File: src/rtl/alw_pkg.sv
package alw_pkg;
    localparam int NDET    = 3;
    localparam int CHW     = 4;
    localparam int DW      = 10;
    localparam int RW      = 16;
    localparam int AW      = 3;
    localparam int A_CTL0  = 0;
    localparam int A_DUAL0 = NDET;
    localparam int A_STS   = 2 * NDET;
    localparam int B_WEN   = RW - 1;
    localparam int B_IEN   = 8;
    localparam int B_EVT   = 7;

    typedef struct packed {
        logic           en;
        logic           above;
        logic [CHW-1:0] chan;
        logic [DW-1:0]  lim;
    } det_ctl_t;

    typedef struct packed {
        logic          en;
        logic [DW-1:0] rel;
    } det_dual_t;

    typedef struct packed {
        logic           valid;
        logic [CHW-1:0] chan;
        logic [DW-1:0]  data;
    } sample_t;

    function automatic logic [RW-1:0] dual_word(det_dual_t d);
        logic [RW-1:0] w;
        w = '0;
        w[RW-1] = d.en;
        w[DW-1:0] = d.rel;
        return w;
    endfunction

    function automatic logic [RW-1:0] sts_word(logic wen, logic [NDET-1:0] ien,
                                               logic [NDET-1:0] st);
        logic [RW-1:0] w;
        w = '0;
        w[B_WEN] = wen;
        w[B_IEN +: NDET] = ien;
        w[B_EVT] = |st;
        w[NDET-1:0] = st;
        return w;
    endfunction
endpackage

File: src/rtl/alw_detector.sv
module alw_detector
    import alw_pkg::*;
(
    input  logic      clk,
    input  logic      rst,
    input  det_ctl_t  ctl,
    input  det_dual_t dual,
    input  sample_t   smp,
    output logic      set_o
);
    logic match, hit, release_c, armed_q;

    always_comb begin
        match     = ctl.en & smp.valid & (smp.chan == ctl.chan);
        hit       = ctl.above ? (smp.data > ctl.lim) : (smp.data < ctl.lim);
        release_c = ctl.above ? (smp.data < dual.rel) : (smp.data > dual.rel);
        set_o     = match & hit & ~(dual.en & armed_q);
    end

    always_ff @(posedge clk) begin
        if (rst || !ctl.en || !dual.en) begin
            armed_q <= 1'b0;
        end else if (match) begin
            if (!armed_q && hit)
                armed_q <= 1'b1;
            else if (armed_q && release_c)
                armed_q <= 1'b0;
        end
    end
endmodule

File: src/rtl/alw_regbank.sv
module alw_regbank
    import alw_pkg::*;
(
    input  logic                  clk,
    input  logic                  rst,
    input  logic                  we,
    input  logic [AW-1:0]         addr,
    input  logic [RW-1:0]         wdata,
    input  logic [NDET-1:0]       set_i,
    output det_ctl_t  [NDET-1:0]  ctl_o,
    output det_dual_t [NDET-1:0]  dual_o,
    output logic [NDET-1:0]       stat_o,
    output logic [NDET-1:0]       ien_o,
    output logic                  wen_o,
    output logic [RW-1:0]         rdata
);
    logic sts_hit;
    logic [NDET-1:0] clr;

    assign sts_hit = we && (addr == AW'(A_STS));
    assign clr     = sts_hit ? wdata[NDET-1:0] : '0;

    always_ff @(posedge clk) begin
        if (rst) begin
            ctl_o  <= '0;
            dual_o <= '0;
            stat_o <= '0;
            ien_o  <= '0;
            wen_o  <= 1'b0;
        end else begin
            for (int i = 0; i < NDET; i++) begin
                if (we && addr == AW'(A_CTL0 + i))
                    ctl_o[i] <= det_ctl_t'(wdata);
                if (we && addr == AW'(A_DUAL0 + i))
                    dual_o[i] <= '{en: wdata[RW-1], rel: wdata[DW-1:0]};
            end
            if (sts_hit) begin
                wen_o <= wdata[B_WEN];
                ien_o <= wdata[B_IEN +: NDET];
            end
            stat_o <= (stat_o & ~clr) | set_i;
        end
    end

    always_comb begin
        rdata = '0;
        if (addr == AW'(A_STS))
            rdata = sts_word(wen_o, ien_o, stat_o);
        for (int i = 0; i < NDET; i++) begin
            if (addr == AW'(A_CTL0 + i))
                rdata = ctl_o[i];
            if (addr == AW'(A_DUAL0 + i))
                rdata = dual_word(dual_o[i]);
        end
    end
endmodule

File: src/rtl/adc_limit_watch.sv
module adc_limit_watch
    import alw_pkg::*;
(
    input  logic            clk,
    input  logic            rst,
    input  logic            smp_valid,
    input  logic [CHW-1:0]  smp_chan,
    input  logic [DW-1:0]   smp_data,
    input  logic            reg_we,
    input  logic [AW-1:0]   reg_addr,
    input  logic [RW-1:0]   reg_wdata,
    output logic [RW-1:0]   reg_rdata,
    output logic [NDET-1:0] det_status,
    output logic            irq,
    output logic            wake
);
    sample_t              smp;
    det_ctl_t  [NDET-1:0] ctl;
    det_dual_t [NDET-1:0] dual;
    logic [NDET-1:0]      set_v;
    logic [NDET-1:0]      ien;
    logic [NDET-1:0]      det_en;
    logic                 wen;

    assign smp = '{valid: smp_valid, chan: smp_chan, data: smp_data};

    alw_regbank u_regs (
        .clk    (clk),
        .rst    (rst),
        .we     (reg_we),
        .addr   (reg_addr),
        .wdata  (reg_wdata),
        .set_i  (set_v),
        .ctl_o  (ctl),
        .dual_o (dual),
        .stat_o (det_status),
        .ien_o  (ien),
        .wen_o  (wen),
        .rdata  (reg_rdata)
    );

    for (genvar g = 0; g < NDET; g++) begin : g_det
        alw_detector u_det (
            .clk   (clk),
            .rst   (rst),
            .ctl   (ctl[g]),
            .dual  (dual[g]),
            .smp   (smp),
            .set_o (set_v[g])
        );
        assign det_en[g] = ctl[g].en;
    end

    assign irq  = |(det_status & ien);
    assign wake = wen & (|det_status);
endmodule

File: config.mk
export PLATFORM = sky130hd
export DESIGN_NAME = adc_limit_watch
export DESIGN_NICKNAME = d
export VERILOG_FILES = /design/src/rtl/alw_pkg.sv /design/src/rtl/alw_detector.sv /design/src/rtl/alw_regbank.sv /design/src/rtl/adc_limit_watch.sv
export SDC_FILE = /design/constraint.sdc
export NUM_CORES = 1
export LEC_CHECK = 0
export BUFFER_PORTS_ARGS = -buffer_cell sky130_fd_sc_hd__clkbuf_2
export CORE_UTILIZATION = 54
export CTS_BUF_LIST = sky130_fd_sc_hd__clkbuf_4 sky130_fd_sc_hd__clkbuf_8 sky130_fd_sc_hd__clkbuf_16
export CTS_CLUSTER_DIAMETER = 50
export DETAILED_ROUTE_END_ITERATION = 10
export PLACE_DENSITY = 0.86
export SYNTH_ARGS = -nofsm -noshare
export SYNTH_HDL_FRONTEND = slang
export SYNTH_SLANG_ARGS = --single-unit
File: constraint.sdc
create_clock -name clk -period 2.2 [get_ports clk]
set_input_delay 0.44 -clock clk [delete_from_list [all_inputs] [get_ports clk]]
set_output_delay 0.44 -clock clk [all_outputs]
set_load 0.02 [all_outputs]
# After elaboration in Yosys (flattened, before gate mapping)
# Cells that the tools add are included.
dict set report op_classes {
  reduce_logical 37
  bitwise_logic 23
  n_eq_ne 9
  n_mux 20
  order_cmp 12
}
# cell n
set op_table {}
lappend op_table {{$mux W16} 7}
lappend op_table {{$gt A10 B10 Y1} 6}
lappend op_table {{$lt A10 B10 Y1} 6}
lappend op_table {{$and A1 B1 Y1} 16}
lappend op_table {{$logic_and A1 B1 Y1} 13}
lappend op_table {{$eq A4 B4 Y1} 3}
lappend op_table {{$mux W1} 12}
lappend op_table {{$eq A3 B3 Y1 const B} 3}
lappend op_table {{$logic_not A1 Y1} 9}
lappend op_table {{$and A3 B3 Y3} 2}
lappend op_table {{$eq A3 B2 Y1 const B} 2}
lappend op_table {{$logic_or A1 B1 Y1} 6}
lappend op_table {{$reduce_and A2 Y1} 3}
lappend op_table {{$reduce_bool A2 Y1} 3}
lappend op_table {{$reduce_or A3 Y1} 2}
lappend op_table {{$eq A3 B1 Y1 const B} 1}
lappend op_table {{$logic_not A3 Y1} 1}
lappend op_table {{$mux W3} 1}
lappend op_table {{$not A1 Y1} 3}
lappend op_table {{$not A3 Y3} 1}
lappend op_table {{$or A3 B3 Y3} 1}
dict set report word_totals {
  output_inout_bits 21
  register_bits 91
}

# Logic depth before layout (Yosys ltp)
# Gate-level depths: netlist of run 1.
dict set report logic_depth {
  word_depth 8
  depth_mapped 8
  ltp_nobuf 8
}

# Modules after synthesis
# Synthesis of run 1 repeated with hierarchy kept, for this count alone.
dict set report unflattened {
  cells_unflattened 787
  area_unflattened_um2 6022.0
}
# mod area_each_um2 n_inst cells_each
set by_module_without_submodules {}
lappend by_module_without_submodules {alw_regbank 3900.0 1 508}
lappend by_module_without_submodules {alw_detector 699.4 3 92}
lappend by_module_without_submodules {adc_limit_watch 23.8 1 3}

# Worst setup path after synthesis of run 1
# No wires, ideal clock.
dict set report synth_timing {
  kind {input -> output}
  from {input reg_addr[0]}
  to {output reg_rdata[3]}
  required_ps 1760
  path_slack_ps -44
  path_stages 6
  arrival_time_ps 1804
  path_cell_list {buf_2 > buf_2 > buf_2 > nor3b_2 > a22oi_1 > a21oi_1}
}
dict set report synth_between {
  elab_chain_len 7
  elab_cells_between_ends 12
  cone_classes {5 x eq/ne; 6 x mux; 1 x reduce/logical}
}
# element line
set synth_lines {}
lappend synth_lines {{start: declaration} adc_limit_watch.sv:10} ;# input logic [AW-1:0] reg_addr,
lappend synth_lines {{$logic_not A3 Y1} alw_regbank.sv:50} ;# if (addr == AW'(A_CTL0 + i))
lappend synth_lines {{$mux W16} alw_regbank.sv:50}
lappend synth_lines {{$mux W16} alw_regbank.sv:52} ;# if (addr == AW'(A_DUAL0 + i))
lappend synth_lines {{$mux W16} alw_regbank.sv:50}
lappend synth_lines {{$mux W16} alw_regbank.sv:52}
lappend synth_lines {{$mux W16} alw_regbank.sv:50}
lappend synth_lines {{$mux W16 (*)} alw_regbank.sv:52}
lappend synth_lines {{end: declaration} adc_limit_watch.sv:12} ;# output logic [RW-1:0] reg_rdata,
# Every way passes the cells marked *; elsewhere a longest branch is shown, timed or not.

# Worst setup path in the final report of run 1
dict set report layout_timing {
  from {input reg_addr[1]}
  to {output reg_rdata[15]}
}
dict set report layout_between {
  elab_chain_len 8
  elab_cells_between_ends 14
  cone_classes {6 x eq/ne; 7 x mux; 1 x reduce/logical}
}
# element line
set layout_lines {}
lappend layout_lines {{$eq A3 B3 Y1} alw_regbank.sv:47} ;# if (addr == AW'(A_STS))
lappend layout_lines {{$mux W16} alw_regbank.sv:47}
lappend layout_lines {{$mux W16} alw_regbank.sv:50}
lappend layout_lines {{$mux W16} alw_regbank.sv:52}
lappend layout_lines {{$mux W16} alw_regbank.sv:50}
lappend layout_lines {{$mux W16} alw_regbank.sv:52}
lappend layout_lines {{$mux W16} alw_regbank.sv:50}
lappend layout_lines {{$mux W16 (*)} alw_regbank.sv:52}
# Marked as above.

==> metrics.txt, run 1 <==
CTS tree built; P&R area growth vs syn 22.4%; EDFF count, synth 0; core area 0.0103 sq mm; vias per cell 6.04; final wirelength 19300 microns; final net count 1008; row count 37; stages on the worst setup path 7; Max Freq 458 MHz; setup violators final 0; Combinational Power Share 20.4%; total gr overflow 0; Slew @ Worst Pin 0.727 ns; endpoints failing hold 0; GRT Util Overall 34.2%; Setup CP Type primary input to primary output; via count 6353; routed wire length per instance 18.4 microns; Post-Route Skew 0.0126 ns; Die Ht 105 microns; die footprint 0.0111 sq mm; maximum buffer depth of the clock tree 2; Detailed Place HPWL 14200 microns; clock network fraction of design power 31.3%; cts hold-fix bufs 0; CTS Buf Count 9; hold-critical path depth 3; worst-skew pair later-pin latency 0.39 ns; crit-path max FO 35; # DRC 0; Critical Path RT 1.76 ns; crit end category primary output; status finished clean; Syn Std Cell Area 0.00577 sq mm; ANT nets after route 0; sequential share of the synthesized area 31.6%; part of the power in registers 48.3%; Yosys warnings 0; CP cell instances clkbuf_2 > buf_12 > nor3b_4 > buf_4 > nand2_1 > a31oi_2 > buf_4; Max Slew Vio Count 0; Port Buffers 57; Final Cycle Share 99.3%; antenna violations before repair 0; share of cells above drive strength 1 20.9%; startpoint types primary input; synthesized flop and latch total 91; vias in the first global route 5824; path depth of the worst reg2reg path 8; met3 usage 7.54%; CTS root buffer clkbuf_8; most common cell after layout, fill and taps aside nand2_1; Initial DRC Count 674; Max Cap Viol 0; Worst Path Buf+Inv 4; ANT cells 0; VDD IR max 0.000285 V; M2 GR Usage 54.2%; setup ws final 0.0156 ns; main flop type after synthesis dfxtp_1; placed cell count 1035; Pleak 2.73 nW; Sw Ratio 32.1%; Avg Cell Area, Syn 7.22 sq um; post-route minimum period 2.18 ns; Max transition margin 51.0%; switching pwr 0.00114 W; IO Pins 58; Initial Util 55.9%; register area 0.00184 sq mm; Clk pin slew, worst setup/hold paths 0.10 ns; H-tree depth 3; Multi-input gate area 0.00366 sq mm; Setup WS pre-CTS -0.269 ns; Crit path largest cell delay 0.26 ns; internal power 0.00240 W; Fillers 805; pin count of the biggest net entering global routing 36; PwrDens 501 mW/mm^2; Post-Synthesis Net Count 897; Yosys cell types 53; Setup TNS 0 ns; dominant delay contributor by cell family on the critical path buffers and inverters; Syn Inst Count 800; Hold Path Class primary input to register; Slowest-stage cell, CP a31oi_2; Placer Congestion 0.923; met1 GRT Util 44.3%; Die Wd 105 microns; most frequent cells in the layout nand2_1 (212), a21oi_1 (107), dfxtp_1 (78), buf_4 (78), inv_1 (74); Crit path arrival time 1.74 ns; CP dominant cell by count buf_4; Post-Layout Cell Count 1052; ys async rst share 0%; clock sinks 91; first-pass GRT wire length 29200 microns; RSZ-0062 raised after global routing true; drt first pass iters 8; grt peak-use layer met2
-- what timing repair did --
item / 4_1_cts / 5_1_grt
setup endpoints to repair: 9 / 14
gates cloned: 0 / 0
gates resized for setup: 12 / 48
pin swaps: 3 / 11
buffers inserted: 0 / 1
-- cells by family (layout without fill, tap and decap cells) --
logic type / Yosys count / in the layout / synth area share [%]
compound gates: 211 / 211 / 21.5
fa+ha+maj: 60 / 60 / 13.0
flops: 91 / 91 / 31.6
xor+xnor: 10 / 10 / 1.52
simple gates: 303 / 303 / 22.0
mux: 16 / 16 / 3.23
buf+inv: 109 / 225 / 7.22
-- stage by stage --
step | hold slack, ns | power, W | util, % | instance area [sq um]
6_report | 0.291 | 0.00354 | 68.4 | 7070
3_3_place_gp | 0.442 | 0.00238 | 65.2 | 6730
2_1_floorplan | 0.436 | 0.00209 | - | 5780
3_5_place_dp | 0.448 | 0.00240 | 65.2 | 6730
5_1_grt | 0.300 | 0.00367 | 68.4 | 7070
4_1_cts | 0.290 | 0.00348 | 67.1 | 6930
-- final cells by class --
type | count | area share, %
Multi-Input combinational cell | 600 | 51.8
Timing Repair Buffer | 135 | 13.3
Sequential cell | 91 | 26.0
Tap cell | 136 | 2.41
Clock buffer | 9 | 1.75
Inverter | 74 | 3.93
Clock inverter | 7 | 0.850
-- synth_stat cells (7+ instances only) --
library cell    n  area (sq um)
nand2_1       212           796
a21oi_1       112           561
dfxtp_1        91          1820
inv_1          74           278
ha_1           60           751
o21ai_0        43           215
nor2_1         38           143
clkbuf_1       28           105
nand3_1        15          75.1
mux2i_1        13           130
nand4_1        11          68.8
a211oi_1       10          75.1
a31oi_1         8          50.1
nand2b_1        7          43.8
nor2b_1         7          43.8
-- sequential cells by signal, indices dropped and copies added (netlist names) --
register and cells:
u_regs.ien_o 3, u_regs.ctl_o 48, u_regs.dual_o 33, u_regs.wen_o 1, u_regs.stat_o 3, g_det.u_det.armed_q 3
-- tightest hold or removal path: stages --
cell      delay [ns]
clkbuf_2        0.10
nand2_1         0.05
a21oi_1         0.05
-- layer usage --
layer	routed length, microns	up-vias	part of all wire [%]
li1	-	2950	-
met1	7260	2899	38
met2	8920	418	46
met3	2300	86	12
met4	843	0	4.4
met5	0	-	0
-- worst paths after layout --
kind | endpoint | slack (ns) | from
worst max register to register | g_det[2].u_det.armed_q$_SDFFE_PP0P_ | 0.06 | u_regs.dual_o[26]$_SDFFE_PP0P_
worst max-delay path | reg_rdata[15] | 0.02 | reg_addr[1]
worst min register to register | u_regs.dual_o[16]$_SDFFE_PP0P_ | 0.46 | u_regs.dual_o[16]$_SDFFE_PP0P_
worst min-delay path | u_regs.ctl_o[44]$_SDFFE_PP0P_ | 0.29 | reg_wdata[12]
-- power groups by stage --
stage / Sequential, W / Combinational [W] / Clock (W)
6_report: 0.00171 / 0.000724 / 0.00111
5_1_grt: 0.00171 / 0.000779 / 0.00118
3_5_place_dp: 0.00175 / 0.000655 / 0
2_1_floorplan: 0.00174 / 0.000358 / 0
4_1_cts: 0.00171 / 0.000666 / 0.00110
3_3_place_gp: 0.00174 / 0.000636 / 0
Power figures use the tool's default switching activity.
==> run 2: changes to the inputs <==
REMOVE_ABC_BUFFERS = 1   (was not set)
==> run 2 against run 1 <==
The run now ends with setup timing left. Die area unchanged. Critical path depth unchanged. Register-to-register slack better by 0.03 ns. Count of clock-buffer cells in the layout up 1. Cell count unchanged.
==> metrics.txt, run 2 (same netlist as run 1, synthesis figures left out) <==
status complete, but fails checks; failing checks setup timing; H-tree depth 3 (unchanged); crit end category primary output; die footprint 0.0111 sq mm (unchanged); vias in the first global route 5710 (-2.0%); Max transition margin 63.4% (+12 points); Largest regs u_regs.ctl_o (48), u_regs.dual_o (33); pin count of the biggest net entering global routing 35 (-2.8%); WHS Endpoint u_regs.ctl_o[13]$_SDFFE_PP0P_; endpoints failing hold 0 (unchanged); Setup TNS -0.0105 ns (-0.0105 ns); min-delay src reg_wdata[13]; Slowest-stage cell, CP a31oi_2; Placer Congestion 0.967 (+4.8%); Max Freq 452 MHz (-1.2%); first-pass GRT wire length 29500 microns (+0.92%); final wirelength 19500 microns (+1.0%); Combinational Power Share 19.1% (-1.3 points); drt first pass iters 5 (-3); Setup WS pre-CTS -0.351 ns (-0.0827 ns); row count 37 (unchanged); ANT nets after route 0 (unchanged); final net count 1008 (unchanged); vias per cell 6.00 (-0.65%); routed wire length per instance 18.6 microns (+1.0%); Initial DRC Count 661 (-1.9%); Detailed Place HPWL 14000 microns (-0.99%); Max Cap Viol 0 (unchanged); antenna violations before repair 0 (unchanged); dpl cell area 0.00669 sq mm (-0.54%); most common cell after layout, fill and taps aside nand2_1; Initial Util 55.9% (unchanged); ANT cells 0 (unchanged); Final Cell Area 0.00718 sq mm (+1.6%); clock network fraction of design power 35.6% (+4.3 points); total gr overflow 0 (unchanged); PwrDens 526 mW/mm^2 (+4.9%); most frequent cells in the layout nand2_1 (212), a21oi_1 (111), dfxtp_1 (84), inv_1 (72), buf_4 (72); post-route minimum period 2.21 ns (+0.0261 ns); Clk pin slew, worst setup/hold paths 0.09 ns (about the same); path depth of the worst reg2reg path 9 (+1); Setup CP Type primary input to primary output; internal power 0.00266 W (+11%); GRT Util Overall 34.5% (+0.31 points); part of the power in registers 45.3% (-3.0 points); Die Wd 105 microns (unchanged); via count 6312 (-0.65%); Reg2Reg Setup Slack 0.09 ns (+0.03 ns); clock sinks 91 (unchanged); setup ws final -0.0105 ns (-0.0261 ns); Slew @ Worst Pin 0.549 ns (-0.178 ns); Port Buffers 57 (unchanged); Die Ht 105 microns (unchanged); P&R area growth vs syn 24.4%; Sw Ratio 29.5% (-2.7 points); Hold Path Class primary input to register; CTS tree built; Final Hold Slack 0.312 ns (+0.0207 ns); Max Slew Vio Count 0 (unchanged); VDD IR max 0.000421 V (+48%); hold-critical path depth 3 (unchanged); final design utilization 69.5% (+1.1 points); worst-skew pair later-pin latency 0.38 ns (about the same); # DRC 0 (unchanged); crit-path max FO 11 (-69%); IO Pins 58 (unchanged); CP cell instances clkbuf_2 > buf_4 > nor2b_1 > buf_4 > o21ai_0 > a31oi_2 > clkbuf_4; CP dominant cell by count buf_4; worst r2r src u_regs.ctl_o[23]$_SDFFE_PP0P_; Crit path largest cell delay 0.25 ns (about the same); startpoint types primary input; R2R Path End u_regs.stat_o[1]$_SDFF_PP0_; Critical Path RT 1.76 ns (about the same); CTS Buf Count 9 (unchanged); Pleak 2.79 nW (+2.1%); CTS root buffer clkbuf_8; setup violators final 1 (+1); core area 0.0103 sq mm (unchanged); share of cells above drive strength 1 20.5% (-0.33 points); Final Cycle Share 100% (+1.2 points); Crit path arrival time 1.77 ns (+0.03 ns); Largest register FFs 48 (unchanged); maximum buffer depth of the clock tree 2 (unchanged); switching pwr 0.00111 W (-2.2%); Largest Register u_regs.ctl_o; Post-Route Skew 0.0129 ns (+0.000261 ns)
run 2: changes by cell type in the layout (fill, tap and decap cells not counted), moves of 3 or more:
cell / previous run / this run
o21ai_0: 29 / 39
o21ai_1: 17 / 6
dfxtp_2: 13 / 7
dfxtp_1: 78 / 84
a21oi_2: 5 / 1
a21oi_1: 107 / 111
buf_4: 78 / 72
clkinvlp_4: 3 / 0
run 2: final cells by class:
class                      instances  area (sq um)
multi-input combinational        600          3710
fill                             819          3140
sequential                        91          1830
timing repair buffer             135           955
inverter                          74           278
tap                              136           170
clock buffer                      10           138
clock inverter                     6          95.1
run 2: worst max-delay path by stage:
stage / cells past startpoint / end / startpoint
after global routing: 7 / reg_rdata[0] / u_regs.dual_o[0]$_SDFFE_PP0P_
final: 7 / reg_rdata[15] / reg_addr[2]
after global placement: 8 / g_det[2].u_det.armed_q$_SDFFE_PP0P_ / smp_data[7]
after detailed placement: 8 / g_det[2].u_det.armed_q$_SDFFE_PP0P_ / smp_data[7]
after CTS: 8 / reg_rdata[3] / reg_addr[0]
after floorplan: 7 / g_det[2].u_det.armed_q$_SDFFE_PP0P_ / smp_data[5]
run 2: stage by stage:
stage	std cells	total power, W
2_1_floorplan	765	0.00204
3_3_place_gp	1033	0.00236
3_5_place_dp	1033	0.00238
4_1_cts	1049	0.00371
5_1_grt	1052	0.00392
6_report	1052	0.00377
run 2: power by group through the flow:
stage / combinational (W) / sequential [W] / clock (W)
after floorplan: 0.000304 / 0.00174 / 0
after global placement: 0.000619 / 0.00174 / 0
after detailed placement: 0.000631 / 0.00175 / 0
after CTS: 0.000654 / 0.00171 / 0.00135
after global routing: 0.000781 / 0.00171 / 0.00143
final: 0.000723 / 0.00171 / 0.00134
run 2: what timing repair did:
item / 4_1_cts / 5_1_grt
resized for setup: 18 / 40
hold buffers: 0 / 0
pin swaps: 5 / 11
setup buffers: 0 / 2
gates cloned: 0 / 1
endpoints found under the setup margin: 10 / 13
run 2: per-layer routing:
layer / vias up / wire [microns] / GRT usage, %
li1: 2943 / - / -
met1: 2896 / 7570 / 44.6
met2: 396 / 8840 / 54.5
met3: 77 / 2220 / 7.36
met4: 0 / 893 / 17.0
met5: - / 0 / 0
run 2: worst max-delay path, delay by kind of cell:
family                 cells  cell delay [ns]
buffers and inverters      4             0.76
AOI/OAI and AO/OA          2             0.36
and+or+nand+nor            1             0.21
